[src/rtl/pio_bank_pkg.sv]
package pio_bank_pkg;
   localparam int ADDR_W = 5;
   localparam int NGRP   = 5;

   typedef enum int {
      GRP_OWN = 0,
      GRP_OE  = 1,
      GRP_OUT = 2,
      GRP_FLT = 3,
      GRP_IEN = 4
   } grp_e;

   localparam int SLOT_SET  = 0;
   localparam int SLOT_CLR  = 1;
   localparam int SLOT_STAT = 2;

   localparam logic [ADDR_W-1:0] ADR_LEVEL = ADDR_W'(15);
   localparam logic [ADDR_W-1:0] ADR_CHG   = ADDR_W'(16);

   function automatic logic [ADDR_W-1:0] grp_addr(input int g, input int slot);
      return ADDR_W'(3 * g + slot);
   endfunction
endpackage

[src/rtl/pio_sc_reg.sv]
module pio_sc_reg #(
   parameter int            W       = 32,
   parameter logic [W-1:0]  RST_VAL = '0
) (
   input  logic         clk,
   input  logic         rst_n,
   input  logic         wr_set,
   input  logic         wr_clr,
   input  logic [W-1:0] wdata,
   output logic [W-1:0] stat
);

   if (W < 1) begin : g_chk_w
      $error("pio_sc_reg: W must be at least 1");
   end

   always_ff @(posedge clk or negedge rst_n) begin
      if (!rst_n)      stat <= RST_VAL;
      else if (wr_set) stat <= stat | wdata;
      else if (wr_clr) stat <= stat & ~wdata;
   end

   AST_SET_RAISES:   assert property (@(posedge clk) disable iff (!rst_n)
      wr_set |=> ((stat & $past(wdata)) == $past(wdata)));
   AST_CLR_LOWERS:   assert property (@(posedge clk) disable iff (!rst_n)
      wr_clr |=> ((stat & $past(wdata)) == '0));
   AST_ZERO_KEEPS:   assert property (@(posedge clk) disable iff (!rst_n)
      (wr_set || wr_clr) |=> (((stat ^ $past(stat)) & ~$past(wdata)) == '0));
   AST_IDLE_STABLE:  assert property (@(posedge clk) disable iff (!rst_n)
      !(wr_set || wr_clr) |=> $stable(stat));

endmodule

[src/rtl/pio_in_cond.sv]
module pio_in_cond #(
   parameter int NPINS      = 32,
   parameter int SYNC_DEPTH = 2,
   parameter bit HAS_FILTER = 1'b1
) (
   input  logic             clk,
   input  logic             rst_n,
   input  logic [NPINS-1:0] pad_in,
   input  logic [NPINS-1:0] flt_en,
   output logic [NPINS-1:0] lvl,
   output logic [NPINS-1:0] evt
);

   if (SYNC_DEPTH < 2) begin : g_chk_sync
      $error("pio_in_cond: SYNC_DEPTH must be at least 2");
   end

   for (genvar p = 0; p < NPINS; p++) begin : g_pin
      logic [SYNC_DEPTH-1:0] chain;
      logic                  s;
      logic                  lvl_d;

      always_ff @(posedge clk or negedge rst_n) begin
         if (!rst_n) chain <= '0;
         else        chain <= {chain[SYNC_DEPTH-2:0], pad_in[p]};
      end
      assign s = chain[SYNC_DEPTH-1];

      if (HAS_FILTER) begin : g_flt
         logic s_d;
         logic f_q;
         always_ff @(posedge clk or negedge rst_n) begin
            if (!rst_n) begin
               s_d <= 1'b0;
               f_q <= 1'b0;
            end else begin
               s_d <= s;
               if (s == s_d) f_q <= s;
            end
         end
         assign lvl[p] = flt_en[p] ? f_q : s;

         AST_FLT_STABLE: assert property (@(posedge clk) disable iff (!rst_n)
            (f_q != $past(f_q)) |-> ($past(s) == $past(s, 2)));
      end else begin : g_raw
         assign lvl[p] = s;
      end

      always_ff @(posedge clk or negedge rst_n) begin
         if (!rst_n) lvl_d <= 1'b0;
         else        lvl_d <= lvl[p];
      end
      assign evt[p] = lvl[p] ^ lvl_d;
   end

endmodule

[src/rtl/pio_bank.sv]
module pio_bank
   import pio_bank_pkg::*;
#(
   parameter int NPINS      = 32,
   parameter int DATA_W     = 32,
   parameter int SYNC_DEPTH = 2,
   parameter bit HAS_FILTER = 1'b1
) (
   input  logic              clk,
   input  logic              rst_n,
   input  logic              bus_sel,
   input  logic              bus_wr,
   input  logic [4:0]        bus_addr,
   input  logic [DATA_W-1:0] bus_wdata,
   output logic [DATA_W-1:0] bus_rdata,
   input  logic [NPINS-1:0]  pad_in,
   output logic [NPINS-1:0]  pad_out,
   output logic [NPINS-1:0]  pad_oe,
   input  logic [NPINS-1:0]  periph_out,
   input  logic [NPINS-1:0]  periph_oe,
   output logic [NPINS-1:0]  periph_in,
   output logic              irq
);

   if (NPINS < 1 || NPINS > DATA_W) begin : g_chk_npins
      $error("pio_bank: NPINS must lie in 1..DATA_W");
   end

   logic                            wr_acc;
   logic                            rd_chg;
   logic [NGRP-1:0][NPINS-1:0]      grp_stat;
   logic [NPINS-1:0]                own, oe_r, out_r, flt_r, ien_r;
   logic [NPINS-1:0]                lvl, evt;
   logic [NPINS-1:0]                chg_q;

   assign wr_acc = bus_sel & bus_wr;
   assign rd_chg = bus_sel & ~bus_wr & (bus_addr == ADR_CHG);

   for (genvar g = 0; g < NGRP; g++) begin : g_grp
      localparam logic [NPINS-1:0] RV = (g == GRP_OWN) ? '1 : '0;
      pio_sc_reg #(.W(NPINS), .RST_VAL(RV)) u_reg (
         .clk    (clk),
         .rst_n  (rst_n),
         .wr_set (wr_acc && (bus_addr == grp_addr(g, SLOT_SET))),
         .wr_clr (wr_acc && (bus_addr == grp_addr(g, SLOT_CLR))),
         .wdata  (bus_wdata[NPINS-1:0]),
         .stat   (grp_stat[g])
      );
   end

   assign own   = grp_stat[GRP_OWN];
   assign oe_r  = grp_stat[GRP_OE];
   assign out_r = grp_stat[GRP_OUT];
   assign flt_r = grp_stat[GRP_FLT];
   assign ien_r = grp_stat[GRP_IEN];

   pio_in_cond #(
      .NPINS      (NPINS),
      .SYNC_DEPTH (SYNC_DEPTH),
      .HAS_FILTER (HAS_FILTER)
   ) u_cond (
      .clk    (clk),
      .rst_n  (rst_n),
      .pad_in (pad_in),
      .flt_en (flt_r),
      .lvl    (lvl),
      .evt    (evt)
   );

   assign periph_in = lvl;
   assign pad_out   = (own & out_r) | (~own & periph_out);
   assign pad_oe    = (own & oe_r)  | (~own & periph_oe);

   always_ff @(posedge clk or negedge rst_n) begin
      if (!rst_n) chg_q <= '0;
      else        chg_q <= (rd_chg ? '0 : chg_q) | evt;
   end

   assign irq = |(chg_q & ien_r);

   always_comb begin
      bus_rdata = '0;
      for (int g = 0; g < NGRP; g++) begin
         if (bus_addr == grp_addr(g, SLOT_STAT)) bus_rdata[NPINS-1:0] = grp_stat[g];
      end
      if (bus_addr == ADR_LEVEL) bus_rdata[NPINS-1:0] = lvl;
      if (bus_addr == ADR_CHG)   bus_rdata[NPINS-1:0] = chg_q;
   end

   AST_CHG_NEEDS_EDGE: assert property (@(posedge clk) disable iff (!rst_n)
      ((chg_q & ~$past(chg_q) & ~$past(evt)) == '0));
   AST_READ_CLEARS:    assert property (@(posedge clk) disable iff (!rst_n)
      rd_chg |=> ((chg_q & ~$past(evt)) == '0));

endmodule

[config.mk]
export PLATFORM = sky130hd
export DESIGN_NAME = pio_bank
export DESIGN_NICKNAME = d
export VERILOG_FILES = /design/src/rtl/pio_bank_pkg.sv /design/src/rtl/pio_sc_reg.sv /design/src/rtl/pio_in_cond.sv /design/src/rtl/pio_bank.sv
export SDC_FILE = /design/constraint.sdc
export NUM_CORES = 1
export LEC_CHECK = 0
export BUFFER_PORTS_ARGS = -buffer_cell sky130_fd_sc_hd__buf_2
export CAP_MARGIN = 10
export CORE_AREA = 4 4 165 167
export CTS_CLUSTER_SIZE = 10
export DETAILED_ROUTE_END_ITERATION = 10
export DIE_AREA = 0 0 169 171
export PLACE_DENSITY = 0.94
export SLEW_MARGIN = 10
export SYNTH_ARGS = -nofsm -noshare
export SYNTH_HDL_FRONTEND = slang
export SYNTH_SLANG_ARGS = --single-unit
[constraint.sdc]
create_clock -name clk -period 3.3 [get_ports clk]
set_input_delay 0.33 -clock clk [delete_from_list [all_inputs] [get_ports clk]]
set_output_delay 0.33 -clock clk [all_outputs]
set_load 0.05 [all_outputs]
==> flow_summary.json, run 1 <==
{
  "drc": 0,
  "reg2reg_depth": 3,
  "start_util_pct": 59.3,
  "min_path_type": "input port to register",
  "root_buffer": "clkbuf_16",
  "via_per_inst": 6.35,
  "crit_arrival_ns": 2.77,
  "setup_violations": 0,
  "antenna_found_initial": 5,
  "drv_cap": 0,
  "crit_path_start": "bus_addr[3]",
  "synthTopCellsByArea": "dfrtp_1, a22o_1, nand2_1, dfstp_2, mux2_2",
  "seq_area_frac_synth_pct": 57.9,
  "grt_pass1_wl_um": 73900,
  "worstSkewPairLatency_ns": 0.51,
  "rows": 59,
  "grt_max_degree": 113,
  "syn_avg_cell_area_um2": 11.5,
  "relSlewSlack_pct": 27.0,
  "power-per-cell-area_mw_per_mm2": 597,
  "yosysTopAreaCell": "dfrtp_1",
  "drv_slew": 0,
  "initialDrtViolationCount": 1549,
  "htreeDepth": 2,
  "wl_per_cell_um": 24.4,
  "portBuffers": 265,
  "synth_cell_types": 34,
  "coreArea_mm2": 0.0258,
  "grt_usage_pct": 33.1,
  "drtPass1Iterations": 6,
  "wl_um": 48500,
  "nFillCells": 1663,
  "dp_hpwl_um": 31600,
  "cts_resized": 0,
  "multiInputGateArea_mm2": 0.00589,
  "synthToLayoutAreaGrowth_pct": 22.5,
  "ys_warn_count": 0,
  "clock.fmax_ghz": 0.322,
  "rsz0062_at_grt": "no",
  "fin_skew_ns": 0.00760,
  "setup-tns-final_ns": 0,
  "critPathKind": "input port to primary output",
  "cts_inserted_buffers": 41,
  "post-cts-setup-buffers": 0,
  "leakage_nw": 8.74,
  "final_cell_mix": "dfrtp_1, buf_2, nand2_1, a22o_1, nor2_1",
  "ant_nets": 0,
  "drive_gt1_share_pct": 30.2,
  "synth_top_cell_area_share_pct": 52.4,
  "status": "finished clean",
  "fp.dieH_um": 171,
  "synth_fp_nets": 1469,
  "layout.cells.most_common": "dfrtp_1",
  "reg2reg_slack_ns": 2.05,
  "finalPower_mw": 11.2,
  "grt_overflow": 0,
  "synthCells": 1332,
  "reg2reg_to": "chg_q[27]",
  "clkSinkCount": 352,
  "required_ns": 2.97,
  "syn-cell-area_mm2": 0.0153,
  "synth_seq_cells": 352,
  "cp-start-kind": "input port",
  "min_path_cells": 3,
  "die_area_mm2": 0.0289,
  "finalNetCount": 1758,
  "grt_pass1_vias": 13241,
  "hold_start": "bus_wdata[19]",
  "hold_viol": 0,
  "clkSlewWorstSetupHoldPaths_ns": 0.06,
  "regArea_mm2": 0.00885,
  "period_share_pct": 94.0,
  "ir_drop_uv": 452,
  "cts_tree": "done",
  "vias": 12637,
  "tightest_slew_ns": 1.09,
  "critPathCaptureType": "primary output",
  "path_max_fanout": 11,
  "gp_congestion": 0.901,
  "die_w_um": 169,
  "clockBufferDepth": 3,
  "io_pins": 266,
  "min_period_ns": 3.10
}
[cells in the mapped netlist (all sizes together)]
cell type  number
nand3b          1
or3b            1
xor2           32
a21oi          33
or2             1
nor4            2
mux2i          64
clkbuf         77
a221oi         64
or4            34
nand2         227
nor3            3
nor4b           1
maj3           32
a22oi          16
dfstp          32
nand2b          3
mux2           64
o21ai           1
nand4           4
nand4b          1
nor3b           1
or4b            1
dfrtp         320
a22o          128
buf            20
nor2          104
nand3           1
inv            64
[cell type report]
type / instances / share of cell area (%)
antenna: 5 / 0.0669
clock buffer: 72 / 6.21
inverter: 64 / 1.28
multi-input combinational: 819 / 31.5
sequential: 352 / 47.3
tap: 335 / 2.24
timing repair buffer: 343 / 11.4
[metrics by stage]
step / util (%) / cell area [um2] / worst slack, ns / hold slack, ns / std cells
6_report: 72.6 / 18700 / 0.196 / 0.163 / 1990
4_1_cts: 72.6 / 18700 / 0.240 / 0.141 / 1985
3_5_place_dp: 66.8 / 17200 / 0.254 / 0.335 / 1880
5_1_grt: 72.6 / 18700 / 0.149 / 0.174 / 1988
2_1_floorplan: - / 15300 / 0.126 / 0.0344 / 1332
3_3_place_gp: 66.8 / 17200 / 0.338 / 0.333 / 1880
[repair_timing]
item                       4_1_cts  5_1_grt
setup endpoints to repair        0        0
hold buffers                    33        0
hold endpoints to repair       124        0
[layer usage]
layer	wire, um	share of wire, %	GRT usage, %	vias to the layer above
li1	-	-	-	5268
met1	18000	37	43.3	6219
met2	23000	47	53.7	923
met3	5180	11	7.12	223
met4	2360	4.9	14.9	4
met5	25	0.052	0	-
[worst max-delay path: stages]
cell and delay [ns]:
buf_2 0.19, or3b_1 0.48, a21oi_4 0.35, buf_12 0.20
a221oi_1 0.07, or4_1 0.42, a221oi_1 0.38, buf_2 0.35
[kinds of logic (layout without fill, tap and decap cells)]
family	after synthesis	after routing	synth area share, %
compound gates	242	242	14.2
simple gates	385	385	10.8
mux	128	128	8.91
buf+inv	161	479	4.25
fa+ha+maj	32	32	2.10
other cells	0	5	0
xor+xnor	32	32	1.83
flops	352	352	57.9
[worst max path at each step]
stage / to / slack [ns]
after detailed placement: bus_rdata[8] / 0.25
after global routing: bus_rdata[10] / 0.15
final: bus_rdata[31] / 0.20
after CTS: bus_rdata[8] / 0.24
after floorplan: bus_rdata[31] / 0.13
after global placement: bus_rdata[13] / 0.34
[power breakdown]
group          switching, mW  total (mW)  internal, mW  leakage (nW)
Combinational           1.26        1.94         0.676          4.12
Clock                   1.67        4.03          2.36         0.554
Sequential             0.416        5.19          4.78          4.07
Total                   3.35        11.2          7.81          8.74
Note: power is estimated with default switching activity, not from simulation.
==> run 2, diff against run 1 <==
--- a/config.mk
+++ b/config.mk
@@ -11,7 +11,8 @@
 export CTS_CLUSTER_SIZE = 10
 export DETAILED_ROUTE_END_ITERATION = 10
 export DIE_AREA = 0 0 169 171
-export PLACE_DENSITY = 0.94
+export PLACE_DENSITY = 0.83
+export RECOVER_POWER = 50
 export SLEW_MARGIN = 10
 export SYNTH_ARGS = -nofsm -noshare
 export SYNTH_HDL_FRONTEND = slang
==> run 2 against run 1 <==
- the run now ends with capacitance limit, slew limit left
- first-iteration DRC count down 27%
- combinational power down 2%
- sequential power about the same
- sequential share of layout area up 0.34 points
- via count down 3.0%
- clock-buffer cell count unchanged
- global-route usage down 1.9 points
- hold slack worse by 0.0021 ns
- setup slack worse by 0.036 ns
- largest cell class unchanged
==> flow_summary.json, run 2 (synthesized netlist as in run 1, its figures left out) <==
{
  "relSlewSlack_pct": -63.1,
  "setup_violations": 0,
  "drive_gt1_share_pct": 29.2,
  "coreArea_mm2": 0.0258,
  "hold_viol": 0,
  "die_w_um": 169,
  "gp_congestion": 0.913,
  "io_pins": 266,
  "layout.cells.most_common": "dfrtp_1",
  "grt_overflow": 0,
  "grt_pass1_vias": 12623,
  "vias": 12260,
  "final_core_util_pct": 72.1,
  "portBuffers": 265,
  "via_per_inst": 6.19,
  "clockBufferDepth": 3,
  "clkSinkCount": 352,
  "pre_cts_ws_ns": 0.183,
  "fin_ws_ns": 0.160,
  "power-per-cell-area_mw_per_mm2": 597,
  "wl_met1_um": 17600,
  "htreeDepth": 2,
  "required_ns": 2.97,
  "drv_cap": 1,
  "antenna_found_initial": 6,
  "dp.cells": 1873,
  "whs_ns": 0.161,
  "fp.dieH_um": 171,
  "drc": 0,
  "final_cells": 1982,
  "met2WireLength_um": 21900,
  "maxUsedRoutingLayer": "met5",
  "reg2reg_slack_ns": 2.08,
  "critPathKind": "input port to primary output",
  "clockPowerShare_pct": 36.2,
  "wl_per_cell_um": 23.0,
  "setup-tns-final_ns": 0,
  "finalPower_mw": 11.1,
  "swShare_pct": 29.7,
  "root_buffer": "clkbuf_16",
  "initialDrtViolationCount": 1129,
  "dr_wl_met3_um": 4260,
  "worstSkewPairLatency_ns": 0.51,
  "reg2reg_depth": 3,
  "drv_slew": 97,
  "min_path_type": "input port to register",
  "failed_checks": "capacitance limit, slew limit",
  "fin_skew_ns": 0.0161,
  "tightest_slew_ns": 2.45,
  "grt_pass1_wl_um": 70000,
  "min_period_ns": 3.14,
  "crit_arrival_ns": 2.81,
  "p_comb_share_pct": 17.1,
  "rows": 59,
  "ir_drop_uv": 480,
  "wl_um": 45600,
  "grt_max_degree": 98,
  "placed_area_mm2": 0.0171,
  "cts_tree": "done",
  "critPathCaptureType": "primary output",
  "synthToLayoutAreaGrowth_pct": 21.6,
  "period_share_pct": 95.1,
  "post-cts-setup-buffers": 0,
  "crit_path_start": "bus_addr[4]",
  "ant_nets": 0,
  "final_cell_mix": "dfrtp_1, buf_2, nand2_1, a22o_1, nor2_1",
  "cp-start-kind": "input port",
  "start_util_pct": 59.3,
  "drtPass1Iterations": 7,
  "path_max_fanout": 32,
  "reg2reg_to": "chg_q[10]",
  "p_seq_share_pct": 46.7,
  "die_area_mm2": 0.0289,
  "rsz0062_at_grt": "no",
  "endpoint": "bus_rdata[1]",
  "fin_area_mm2": 0.0186,
  "internal-power_mw": 7.80,
  "leakage_nw": 8.65,
  "grt_usage_pct": 31.2,
  "cts_inserted_buffers": 41,
  "clkSlewWorstSetupHoldPaths_ns": 0.06,
  "p_switching_mw": 3.29,
  "status": "finished with violations",
  "dp_hpwl_um": 29800,
  "finalNetCount": 1751,
  "clock.fmax_ghz": 0.319
}
## run 2: worst min path at each step
stage | startpoint | to | slack, ns | cells past startpoint
2_1_floorplan | rst_n | asynchronous set/reset pin | 0.03 | 0
3_3_place_gp | u_cond.g_pin[8].chain[0] | u_cond.g_pin[8].chain[1] | 0.33 | 0
3_5_place_dp | u_cond.g_pin[12].chain[0] | u_cond.g_pin[12].chain[1] | 0.33 | 0
4_1_cts | bus_wdata[31] | register | 0.14 | 2
5_1_grt | bus_wdata[17] | register | 0.16 | 3
6_report | bus_wdata[8] | register | 0.16 | 3
## run 2: critical path, stage by stage
cell and delay, ns:
buf_2 0.17, nand3b_1 0.39, o21ai_4 1.07, a21oi_1 0.13, a221oi_2 0.37, buf_2 0.33
## run 2: timing repair
| action | in CTS | in global routing |
|---|---|---|
| resized for setup | 0 | 0 |
| endpoints found under the setup margin | 0 | 0 |
| endpoints found under the hold margin | 118 | 0 |
| hold buffers | 33 | 0 |
## run 2: area by class of cell
cell class	count	area, um2
Timing Repair Buffer	336	2020
Fill cell	1786	7190
Sequential cell	352	8850
Multi-Input combinational cell	819	5880
Clock buffer	72	1160
Tap cell	335	419
Inverter	64	240
Antenna cell	4	10.0
## run 2: layer usage
layer | vias up | GRT usage [%]
li1 | 5254 | -
met1 | 6087 | 41.1
met2 | 771 | 50.9
met3 | 144 | 6.19
met4 | 4 | 13.6
met5 | - | 0
## run 2: power groups by stage
stage / sequential [mW] / combinational (mW) / clock (mW)
floorplan: 5.08 / 1.38 / 0
global placement: 5.21 / 1.82 / 0
detailed placement: 5.23 / 1.86 / 0
CTS: 5.17 / 1.91 / 4.06
global route: 5.21 / 2.02 / 4.25
finish: 5.18 / 1.90 / 4.02
==> run 3, diff against run 2 <==
--- a/config.mk
+++ b/config.mk
@@ -7,11 +7,11 @@
 export LEC_CHECK = 0
 export BUFFER_PORTS_ARGS = -buffer_cell sky130_fd_sc_hd__buf_2
 export CAP_MARGIN = 10
-export CORE_AREA = 4 4 165 167
+export CORE_AREA = 4 4 258 260
 export CTS_CLUSTER_SIZE = 10
 export DETAILED_ROUTE_END_ITERATION = 10
-export DIE_AREA = 0 0 169 171
-export PLACE_DENSITY = 0.83
+export DIE_AREA = 0 0 262 264
+export PLACE_DENSITY = 0.41
 export RECOVER_POWER = 50
 export SLEW_MARGIN = 10
 export SYNTH_ARGS = -nofsm -noshare
==> constraint.sdc (replaced) <==
create_clock -name clk -period 2.6 [get_ports clk]
set_input_delay 0.26 -clock clk [delete_from_list [all_inputs] [get_ports clk]]
set_output_delay 0.26 -clock clk [all_outputs]
set_load 0.05 [all_outputs]
==> run 3 against run 2 <==
- the flow now finishes without violations
- setup slack worse by 0.16 ns
- global-route usage is 15 points lower
- routed wire length is 31% higher
- sequential power is 27% higher
- final cell count is 29% higher
- critical path depth is 3 higher
- non-clock buffer count is 42 higher
- first-iteration DRC count is 42% lower
- register-to-register slack worse by 0.88 ns
- clock-buffer cell count is 2 higher
- total power is 35% higher
- die area is 140% higher
- critical path type unchanged
- largest power group unchanged
==> flow_summary.json, run 3 (synthesized netlist as in run 1, its figures left out) <==
{
  "antenna_found_initial": 3,
  "critPathMaxStageDelay_ns": 0.53,
  "setup-tns-final_ns": 0,
  "period_share_pct": 100,
  "grt_overflow": 0,
  "via_per_inst": 4.63,
  "clock.fmax_ghz": 0.385,
  "grt_pass1_wl_um": 85200,
  "hold_viol": 0,
  "reg2reg_slack_ns": 1.20,
  "coreArea_mm2": 0.0641,
  "fp.dieH_um": 264,
  "io_pins": 266,
  "required_ns": 2.34,
  "leakage_nw": 9.18,
  "critPathCaptureType": "primary output",
  "min_period_ns": 2.60,
  "power-per-cell-area_mw_per_mm2": 726,
  "reg2reg_depth": 3,
  "layout.cells.most_common": "dfrtp_1",
  "die_w_um": 262,
  "rsz0062_at_grt": "yes",
  "nFillCells": 6547,
  "worstPathCellList": "buf_6 -> buf_4 -> nor4_4 -> buf_4 -> buf_6 -> a221oi_4 -> or4_4 -> a221oi_4 -> buf_12",
  "finalPower_mw": 15.0,
  "min_path_type": "input port to register",
  "drv_cap": 0,
  "worstSkewPairLatency_ns": 0.56,
  "wl_per_cell_um": 23.4,
  "min_path_cells": 3,
  "synthToLayoutAreaGrowth_pct": 35.5,
  "cp_slowest_cell": "or4_4",
  "clkSlewWorstSetupHoldPaths_ns": 0.06,
  "reg2reg_to": "chg_q[26]",
  "relSlewSlack_pct": 12.7,
  "dp_hpwl_um": 40200,
  "cts_inserted_buffers": 44,
  "root_buffer": "clkbuf_16",
  "drive_gt1_share_pct": 32.9,
  "grt_pass1_vias": 12362,
  "initialDrtViolationCount": 650,
  "final_cell_mix": "dfrtp_1, nand2_1, buf_2, a22o_1, nor2_1",
  "tightest_slew_ns": 1.31,
  "drv_slew": 0,
  "vias": 11793,
  "pre_cts_ws_ns": -0.0750,
  "path_max_fanout": 13,
  "grt_max_degree": 83,
  "rows": 93,
  "finalNetCount": 1796,
  "critPathKind": "input port to primary output",
  "gp_congestion": 0.775,
  "cts_tree": "done",
  "clkSinkCount": 352,
  "ant_nets": 0,
  "fin_skew_ns": 0.00917,
  "start_util_pct": 23.8,
  "setup_violations": 0,
  "drtPass1Iterations": 5,
  "ir_drop_uv": 449,
  "cp-start-kind": "input port",
  "htreeDepth": 2,
  "fin_ws_ns": 0.00111,
  "die_area_mm2": 0.0692,
  "crit_arrival_ns": 2.34,
  "hold_start": "bus_wdata[1]",
  "wl_um": 59700,
  "portBuffers": 265,
  "status": "finished clean",
  "drc": 0,
  "grt_usage_pct": 16.6,
  "clockBufferDepth": 3
}
[run 3: power by group]
part / leakage, nW / switching (mW) / internal (mW)
clock network: 0.654 / 2.39 / 3.39
registers: 4.07 / 0.535 / 6.06
logic: 4.46 / 1.67 / 0.972
[run 3: area by class of cell]
class / instances / area, um2 / area share (%)
flip-flops and latches: 352 / 8850 / 42.7
multi-input cells: 819 / 6320 / 30.6
repair buffers: 378 / 2880 / 13.9
clock buffers: 74 / 1310 / 6.30
well taps: 855 / 1070 / 5.17
inverters: 64 / 240 / 1.16
clock inverters: 6 / 30.0 / 0.145
diodes: 1 / 2.50 / 0.0121
[run 3: critical path: cells and delay by family]
family,cells,cell delay (ns)
and+or+nand+nor,2,0.84
AOI/OAI and AO/OA,2,0.41
buffers and inverters,5,0.81
[run 3: timing repair]
action                                 CTS  global route
endpoints found under the hold margin   93             0
pin swaps                                1             8
setup buffers                            0             8
gates cloned                             0             6
setup endpoints to repair               29            26
hold buffers                            33             0
resized for setup                       38            29
[run 3: worst max-delay path by stage]
stage	from	end	slack (ns)	cells after the start
5_1_grt	bus_addr[4]	bus_rdata[5]	-0.06	9
4_1_cts	register	bus_rdata[20]	-0.009	4
3_5_place_dp	bus_addr[3]	bus_rdata[19]	-0.07	8
3_3_place_gp	bus_addr[3]	bus_rdata[19]	-0.07	8
2_1_floorplan	bus_addr[4]	bus_rdata[31]	0.007	6
6_report	bus_addr[2]	bus_rdata[5]	0.001	9
[run 3: metrics by stage]
step           std cells  hold WS, ns  cell area [um2]  util, %
5_1_grt             2549       0.0263            20700     32.3
4_1_cts             2534      0.00322            20400     31.9
3_3_place_gp        2421        0.333            18700     29.1
2_1_floorplan       1332      -0.0356            15600        -
6_report            2549       0.0416            20700     32.3
3_5_place_dp        2421        0.335            18700     29.1
[run 3: per-layer routing]
layer	vias to the layer above	GRT usage [%]	part of all wire [%]
li1	5381	-	-
met1	5979	22.3	44
met2	351	27.1	47
met3	80	3.84	6.2
met4	2	4.23	2.1
met5	-	0	0.022
